### src/rtl/hci_uart_pkg.sv
// Shared register addresses and engine state encodings for the host-link UART.
package hci_uart_pkg;
    localparam logic [2:0] A_DATA = 3'd0;
    localparam logic [2:0] A_DIV  = 3'd1;
    localparam logic [2:0] A_THR  = 3'd2;
    localparam logic [2:0] A_FLOW = 3'd3;
    localparam logic [2:0] A_STAT = 3'd4;

    typedef enum logic [1:0] {TX_IDLE, TX_START, TX_DATA, TX_STOP} tx_state_e;
    typedef enum logic [1:0] {RX_IDLE, RX_START, RX_DATA, RX_STOP} rx_state_e;
endpackage

### src/rtl/hci_uart_baud.sv
// Oversampling tick generator: one tick every 'div' clocks (div 0 acts as 1).
// Assumes the divisor is quasi-static; a new value takes effect at the next wrap.
module hci_uart_baud #(
    parameter int DIV_W = 16
) (
    input  logic             clk,
    input  logic             rst_n,
    input  logic [DIV_W-1:0] div,
    output logic             tick
);
    logic [DIV_W-1:0] cnt;

    // Count down and emit a single-cycle tick on each wrap.
    always_ff @(posedge clk) begin
        if (!rst_n) begin
            cnt  <= '0;
            tick <= 1'b0;
        end else if (cnt == '0) begin
            cnt  <= (div == '0) ? '0 : div - 1'b1;
            tick <= 1'b1;
        end else begin
            cnt  <= cnt - 1'b1;
            tick <= 1'b0;
        end
    end
endmodule

### src/rtl/hci_uart_fifo.sv
// Synchronous FIFO with occupancy count. Push when full and pop when empty are
// ignored; the caller decides what an ignored push means.
module hci_uart_fifo #(
    parameter int WIDTH = 8,
    parameter int DEPTH = 128
) (
    input  logic                       clk,
    input  logic                       rst_n,
    input  logic                       push,
    input  logic [WIDTH-1:0]           din,
    input  logic                       pop,
    output logic [WIDTH-1:0]           dout,
    output logic [$clog2(DEPTH+1)-1:0] count,
    output logic                       full,
    output logic                       empty
);
    localparam int AW = (DEPTH > 1) ? $clog2(DEPTH) : 1;
    localparam int CW = $clog2(DEPTH + 1);

    logic [WIDTH-1:0] mem [DEPTH];
    logic [AW-1:0]    wp, rp;
    logic             do_push, do_pop;

    assign full    = (count == CW'(DEPTH));
    assign empty   = (count == '0);
    assign do_push = push && !full;
    assign do_pop  = pop && !empty;
    assign dout    = mem[rp];

    // Storage write; no reset needed on the array.
    always_ff @(posedge clk) begin
        if (do_push) mem[wp] <= din;
    end

    // Pointer and occupancy bookkeeping with explicit wrap.
    always_ff @(posedge clk) begin
        if (!rst_n) begin
            wp    <= '0;
            rp    <= '0;
            count <= '0;
        end else begin
            if (do_push) wp <= (wp == AW'(DEPTH - 1)) ? '0 : wp + 1'b1;
            if (do_pop)  rp <= (rp == AW'(DEPTH - 1)) ? '0 : rp + 1'b1;
            case ({do_push, do_pop})
                2'b10:   count <= count + 1'b1;
                2'b01:   count <= count - 1'b1;
                default: count <= count;
            endcase
        end
    end
endmodule

### src/rtl/hci_uart_tx.sv
// 8N1 transmit engine. Starts a character only on a tick with data queued and
// cts_ok high; once started the character runs to its stop bit regardless.
module hci_uart_tx
    import hci_uart_pkg::*;
(
    input  logic       clk,
    input  logic       rst_n,
    input  logic       tick,
    input  logic       cts_ok,
    input  logic       q_empty,
    input  logic [7:0] q_data,
    output logic       q_pop,
    output logic       txd,
    output logic       busy
);
    tx_state_e  state;
    logic [3:0] ph;
    logic [2:0] bitn;
    logic [7:0] shreg;
    logic       last_ph;

    assign last_ph = (ph == 4'd15);
    assign busy    = (state != TX_IDLE);
    assign q_pop   = (state == TX_IDLE) && tick && !q_empty && cts_ok;

    // Frame sequencer: 16 ticks per bit, LSB first.
    always_ff @(posedge clk) begin
        if (!rst_n) begin
            state <= TX_IDLE;
            ph    <= '0;
            bitn  <= '0;
            shreg <= '0;
            txd   <= 1'b1;
        end else if (tick) begin
            ph <= ph + 1'b1;
            case (state)
                TX_IDLE: begin
                    ph <= '0;
                    if (q_pop) begin
                        shreg <= q_data;
                        txd   <= 1'b0;
                        state <= TX_START;
                    end
                end
                TX_START: if (last_ph) begin
                    txd   <= shreg[0];
                    bitn  <= '0;
                    state <= TX_DATA;
                end
                TX_DATA: if (last_ph) begin
                    if (bitn == 3'd7) begin
                        txd   <= 1'b1;
                        state <= TX_STOP;
                    end else begin
                        shreg <= {1'b0, shreg[7:1]};
                        txd   <= shreg[1];
                        bitn  <= bitn + 1'b1;
                    end
                end
                TX_STOP: if (last_ph) state <= TX_IDLE;
                default: state <= TX_IDLE;
            endcase
        end
    end
endmodule

### src/rtl/hci_uart_rx.sv
// 8N1 receive engine with 16x oversampling. A start is a high-to-low change
// between ticks, confirmed low at mid-bit; bits are sampled at their centres.
// Assumes rxd is already synchronised to clk.
module hci_uart_rx
    import hci_uart_pkg::*;
(
    input  logic       clk,
    input  logic       rst_n,
    input  logic       tick,
    input  logic       rxd,
    output logic       push,
    output logic [7:0] data,
    output logic       ferr
);
    rx_state_e  state;
    logic [3:0] ph;
    logic [2:0] bitn;
    logic [7:0] shreg;
    logic       last;

    // Previous tick sample, for edge-qualified start detection.
    always_ff @(posedge clk) begin
        if (!rst_n)    last <= 1'b1;
        else if (tick) last <= rxd;
    end

    // Bit sequencer: half-bit to start centre, then a full bit per sample.
    always_ff @(posedge clk) begin
        if (!rst_n) begin
            state <= RX_IDLE;
            ph    <= '0;
            bitn  <= '0;
            shreg <= '0;
            push  <= 1'b0;
            data  <= '0;
            ferr  <= 1'b0;
        end else begin
            push <= 1'b0;
            if (tick) begin
                ph <= ph + 1'b1;
                case (state)
                    RX_IDLE: begin
                        ph <= '0;
                        if (last && !rxd) state <= RX_START;
                    end
                    RX_START: if (ph == 4'd7) begin
                        ph    <= '0;
                        bitn  <= '0;
                        state <= rxd ? RX_IDLE : RX_DATA;
                    end
                    RX_DATA: if (ph == 4'd15) begin
                        shreg <= {rxd, shreg[7:1]};
                        if (bitn == 3'd7) state <= RX_STOP;
                        bitn <= bitn + 1'b1;
                    end
                    RX_STOP: if (ph == 4'd15) begin
                        push  <= 1'b1;
                        data  <= shreg;
                        ferr  <= !rxd;
                        state <= RX_IDLE;
                    end
                    default: state <= RX_IDLE;
                endcase
            end
        end
    end
endmodule

### src/rtl/hci_uart.sv
// Host-link UART top: register file, baud tick, transmit and receive queues,
// threshold interrupts and automatic RTS/CTS. Assumes queue depth fits the
// 12-bit count fields of the status word and single-cycle register strobes.
module hci_uart
    import hci_uart_pkg::*;
#(
    parameter int CLK_HZ      = 200_000_000,
    parameter int BAUD_DEF    = 57600,
    parameter int FIFO_DEPTH  = 128,
    parameter int DIV_W       = 16,
    parameter int HI_MARK_DEF = 112,
    parameter int LO_MARK_DEF = 64
) (
    input  logic        clk,
    input  logic        rst_n,
    input  logic [2:0]  reg_addr,
    input  logic        reg_wr,
    input  logic        reg_rd,
    input  logic [31:0] reg_wdata,
    output logic [31:0] reg_rdata,
    output logic        irq_rx,
    output logic        irq_tx,
    output logic        txd_o,
    output logic        txd_oe,
    input  logic        rxd_i,
    input  logic        cts_i,
    output logic        rts_o
);
    localparam int CW      = $clog2(FIFO_DEPTH + 1);
    localparam int DEF_DIV = CLK_HZ / (16 * BAUD_DEF);

    logic [DIV_W-1:0] div_q;
    logic [CW-2:0]    rx_thr_q;
    logic [CW-1:0]    tx_thr_q, hi_q, lo_q;
    logic [1:0]       rxd_s, cts_s;
    logic             cts_ok, tick;
    logic             ovr_q, ferr_q;

    logic             tx_push, tx_pop, tx_full, tx_empty, tx_busy;
    logic [7:0]       tx_dout;
    logic [CW-1:0]    tx_cnt;
    logic             rx_pop, rx_full, rx_empty, rx_push, rx_ferr;
    logic [7:0]       rx_dout, rx_byte;
    logic [CW-1:0]    rx_cnt;
    logic             stat_rd;

    assign cts_ok  = cts_s[1];
    assign tx_push = reg_wr && (reg_addr == A_DATA);
    assign rx_pop  = reg_rd && (reg_addr == A_DATA);
    assign stat_rd = reg_rd && (reg_addr == A_STAT);
    assign irq_rx  = (rx_cnt > {1'b0, rx_thr_q});
    assign irq_tx  = (tx_cnt <= tx_thr_q);

    // Two-stage synchronisers for the asynchronous serial inputs.
    always_ff @(posedge clk) begin
        if (!rst_n) begin
            rxd_s <= 2'b11;
            cts_s <= 2'b11;
        end else begin
            rxd_s <= {rxd_s[0], rxd_i};
            cts_s <= {cts_s[0], cts_i};
        end
    end

    // Keep the transmit pin released while reset is held.
    always_ff @(posedge clk) begin
        if (!rst_n) txd_oe <= 1'b0;
        else        txd_oe <= 1'b1;
    end

    // Configuration registers; transmit threshold clamps at the queue depth.
    always_ff @(posedge clk) begin
        if (!rst_n) begin
            div_q    <= DIV_W'(DEF_DIV);
            rx_thr_q <= '0;
            tx_thr_q <= '0;
            hi_q     <= CW'(HI_MARK_DEF);
            lo_q     <= CW'(LO_MARK_DEF);
        end else if (reg_wr) begin
            case (reg_addr)
                A_DIV: div_q <= reg_wdata[DIV_W-1:0];
                A_THR: begin
                    rx_thr_q <= reg_wdata[CW-2:0];
                    tx_thr_q <= (reg_wdata[16 +: 8] > 8'(FIFO_DEPTH)) ?
                                CW'(FIFO_DEPTH) : CW'(reg_wdata[16 +: 8]);
                end
                A_FLOW: begin
                    hi_q <= reg_wdata[0 +: CW];
                    lo_q <= reg_wdata[16 +: CW];
                end
                default: ;
            endcase
        end
    end

    // Sticky receive error flags, cleared by a status read; new events win.
    always_ff @(posedge clk) begin
        if (!rst_n) begin
            ovr_q  <= 1'b0;
            ferr_q <= 1'b0;
        end else begin
            ovr_q  <= (ovr_q && !stat_rd) || (rx_push && rx_full);
            ferr_q <= (ferr_q && !stat_rd) || (rx_push && rx_ferr);
        end
    end

    // Receive flow control with hysteresis between the two water marks.
    always_ff @(posedge clk) begin
        if (!rst_n)               rts_o <= 1'b1;
        else if (rx_cnt >= hi_q)  rts_o <= 1'b0;
        else if (rx_cnt < lo_q)   rts_o <= 1'b1;
    end

    // Register read multiplexer.
    always_comb begin
        reg_rdata = '0;
        case (reg_addr)
            A_DATA: if (!rx_empty) reg_rdata[7:0] = rx_dout;
            A_DIV:  reg_rdata[DIV_W-1:0] = div_q;
            A_THR: begin
                reg_rdata[CW-2:0]  = rx_thr_q;
                reg_rdata[16 +: CW] = tx_thr_q;
            end
            A_FLOW: begin
                reg_rdata[0 +: CW]  = hi_q;
                reg_rdata[16 +: CW] = lo_q;
            end
            A_STAT: begin
                reg_rdata[0 +: CW]  = rx_cnt;
                reg_rdata[12 +: CW] = tx_cnt;
                reg_rdata[24]       = ovr_q;
                reg_rdata[25]       = ferr_q;
                reg_rdata[26]       = tx_busy;
                reg_rdata[27]       = rts_o;
            end
            default: ;
        endcase
    end

    hci_uart_baud #(.DIV_W(DIV_W)) u_baud (
        .clk(clk), .rst_n(rst_n), .div(div_q), .tick(tick)
    );

    hci_uart_fifo #(.WIDTH(8), .DEPTH(FIFO_DEPTH)) u_txq (
        .clk(clk), .rst_n(rst_n), .push(tx_push), .din(reg_wdata[7:0]),
        .pop(tx_pop), .dout(tx_dout), .count(tx_cnt), .full(tx_full), .empty(tx_empty)
    );

    hci_uart_fifo #(.WIDTH(8), .DEPTH(FIFO_DEPTH)) u_rxq (
        .clk(clk), .rst_n(rst_n), .push(rx_push), .din(rx_byte),
        .pop(rx_pop), .dout(rx_dout), .count(rx_cnt), .full(rx_full), .empty(rx_empty)
    );

    hci_uart_tx u_tx (
        .clk(clk), .rst_n(rst_n), .tick(tick), .cts_ok(cts_ok), .q_empty(tx_empty),
        .q_data(tx_dout), .q_pop(tx_pop), .txd(txd_o), .busy(tx_busy)
    );

    hci_uart_rx u_rx (
        .clk(clk), .rst_n(rst_n), .tick(tick), .rxd(rxd_s[1]),
        .push(rx_push), .data(rx_byte), .ferr(rx_ferr)
    );
endmodule

### config.mk
export PLATFORM = sky130hd
export DESIGN_NAME = hci_uart
export DESIGN_NICKNAME = d
export VERILOG_FILES = /design/src/rtl/hci_uart_pkg.sv /design/src/rtl/hci_uart_baud.sv /design/src/rtl/hci_uart_fifo.sv /design/src/rtl/hci_uart_tx.sv /design/src/rtl/hci_uart_rx.sv /design/src/rtl/hci_uart.sv
export SDC_FILE = /design/constraint.sdc
export NUM_CORES = 2
export LEC_CHECK = 0
export ABC_CLOCK_PERIOD_IN_PS = 5250
export BUFFER_PORTS_ARGS = -buffer_cell sky130_fd_sc_hd__buf_2
export CORE_MARGIN = 1
export CORE_UTILIZATION = 50
export CTS_BUF_LIST = sky130_fd_sc_hd__clkbuf_16
export CTS_CLUSTER_DIAMETER = 150
export DETAILED_ROUTE_END_ITERATION = 12
export PLACE_DENSITY_LB_ADDON = 0.2
export SLEW_MARGIN = 20
export SYNTH_ARGS = -nofsm -noshare
export SYNTH_HDL_FRONTEND = slang
export SYNTH_HIERARCHICAL = 1
export SYNTH_SLANG_ARGS = --single-unit
### constraint.sdc
create_clock -name clk -period 5.25 [get_ports clk]
set_input_delay 0.2625 -clock clk [delete_from_list [all_inputs] [get_ports clk]]
set_output_delay 0.2625 -clock clk [all_outputs]
set_load 0.01 [all_outputs]
==> flow_summary.ini <==
[detailed_routing]
met3_wirelength_um = 15900
drt_first_pass_iters = 12
route.detailed.wl_per_inst_um = 26.8
dr.first_iter.drc_count = 4772
routed.top_layer = met5
met1_length_um = 87400
drc = 15
vias = 46200
wl_um = 204000
antenna_left = 0
viasPerCell = 6.06
wl_met2_um = 95700

[grt]
grt_pass1_vias = 45900
overflow = 0
antenna_found_initial = 3
grt_pass1_wl_um = 299000
grt_max_degree = 109
grt.total_usage_pct = 22.6

[floorplan]
rows = 154
chipHeight_um = 424
coreArea_um2 = 176000
dieArea_um2 = 180000
die-width_um = 424
start_util_pct = 50.4
io_pins = 78

[setup_path]
crit_arrival_ns = 4.49
reg2reg_to = u_rxq/mem[3][2]$_DFFE_PP_
worstSetupStartpointType = flip-flop
required_ns = 4.99
crit_path_end_kind = output pin
worstReg2RegStart = u_rxq/count[2]$_SDFFE_PN0P_
reg2reg_setup_slack_ns = 1.46
cp_max_fo = 24
criticalPathCategory = reg2out
rr_worst_depth = 6

[clock_network]
cts-root-buf = clkbuf_16
cts_buffers = 212
clock_latency_ns = 0.85
clockBufferDepth = 3
clk_pin_slew_ns = 0.06
cts_sinks = 2224
cts_tree = done
post-cts-setup-buffer-count = 0
htree_levels = 4

[status]
violations = DRC
outcome = finished with violations

[timing]
max_clock_freq_ghz = 0.210
slew_headroom_pct = 25.5
finalSetupViolCount = 0
worstMarginPinSlew_ns = 1.11
hold_ws_ns = 0.0390
rsz0062_at_grt = false
hold_viol = 0
period_needed_ns = 4.75
slew_viol_final = 0
min_period_over_period_pct = 90.5
finClkSkew_ns = 0.0288
tns_ns = 0

[finish]
drive_gt1_share_pct = 17.2
final_util_pct = 55.9
syn2layout_area_growth_pct = 10.8
fillers = 13400
num-nets-final = 5197

[synthesis]
netlist_area_um2 = 88900
synthCells = 5000
avgSynthCellArea_um2 = 17.8
yosysWarnings = 6

[power]
switching_share_pct = 20.3
p_total_mw = 34.9
ir_drop_uv = 356
leakage_nw = 30.6
p_per_area_nw_per_um2 = 354
internal_power_mw = 27.8
clockPowerShare_pct = 42.4
switchingPower_mw = 7.08
sequentialPowerShare_pct = 55.4
power_frac_comb_pct = 2.2

[hold_path]
hold_path_end = u_txq/mem[88][3]$_DFFE_PP_
whs_path_depth = 1
min_path_type = in2reg
hp-start = reg_wdata[3]

[run]
maxCapViolCount = 0

[place]
io_buffer_count = 65
post-dp-hpwl_um = 119000
gp_congestion = 0.837
==> stage by stage <==
stage,instances,setup WS (ns),area (µm²)
after detailed placement,7190,1.36,91400
after global routing,7623,0.271,98500
after floorplan,5003,1.88,88900
final,7623,0.498,98500
after global placement,7190,1.39,91400
after CTS,7622,0.475,98500
==> state kept, by name, summed over array words and instances (netlist names), 16 cells and up, named ones only <==
name,flops
u_rxq/mem,1024
u_baud/cnt,16
div_q,16
u_txq/mem,1024
==> routing by layer <==
layer	vias up	track usage [%]
li1	20200	-
met1	24000	32.6
met2	1639	34.8
met3	324	5.02
met4	6	6.41
met5	-	0.215
==> worst max-delay path by stage <==
stage	start	to	slack, ns	depth (start not counted)
5_1_grt	flip-flop	reg_rdata[1]	0.27	9
3_3_place_gp	flip-flop	reg_rdata[1]	1.39	9
6_report	flip-flop	reg_rdata[1]	0.50	9
2_1_floorplan	reg_addr[0]	u_rxq/count[6]$_SDFFE_PN0P_	1.88	16
4_1_cts	flip-flop	reg_rdata[1]	0.48	9
3_5_place_dp	reg_addr[2]	u_txq/mem[64][1]$_DFFE_PP_	1.36	9
==> worst max-delay path: stages, from the launching register on <==
cell	delay (ns)
dfxtp_1	0.83
nor2b_4	0.82
buf_4	0.49
a211oi_1	0.22
nand2_1	0.23
nand4_1	0.14
nor2_1	0.41
a21oi_1	0.13
o21ai_0	0.16
buf_2	0.20
==> cell usage in the layout, fill, tap and decap left out, types with 12 or more instances in the layout <==
cell type,n
dfxtp_1,164
xor2_1,29
a211oi_1,138
nand2b_1,18
clkbuf_16,212
or3_1,14
ha_1,54
nand3b_1,19
and2_1,31
o22ai_1,147
mux4_2,368
dfxtp_4,12
nand4_1,35
mux2_2,14
a21boi_0,40
nor2b_1,44
mux2i_1,302
o21ai_0,62
nand2_1,269
buf_4,70
nand3_1,71
inv_1,92
buf_2,56
clkinv_1,51
nor3_1,12
bufinv_16,19
a22oi_1,142
a21boi_1,12
a21oi_1,49
o31ai_1,13
nor2_1,330
xnor2_1,29
dlygate4sd3_1,38
clkinv_2,45
edfxtp_1,2048
==> power by group through the flow <==
stage,registers [mW],clock network [mW],logic [mW]
2_1_floorplan,19.7,0,0.487
5_1_grt,19.3,15.7,0.843
4_1_cts,19.3,15.1,0.768
3_3_place_gp,19.7,0,0.730
3_5_place_dp,19.7,0,0.747
6_report,19.3,14.8,0.761
==> what timing repair did <==
action                                 CTS  global route
gates resized for setup                  0             0
endpoints found under the hold margin  114             0
hold buffers                            38             0
==> layout make-up <==
class                      count  area [µm²]  area share, %
inverter                      57         214          0.217
clock inverter               182        1460           1.48
antenna                        1        2.50        0.00254
clock buffer                 212        5310           5.38
multi-input combinational   2431       22100           22.5
tap                         2340        2930           2.97
timing repair buffer         176        1420           1.44
sequential                  2224       65100           66.0
Note: power is estimated with default switching activity, not from simulation.
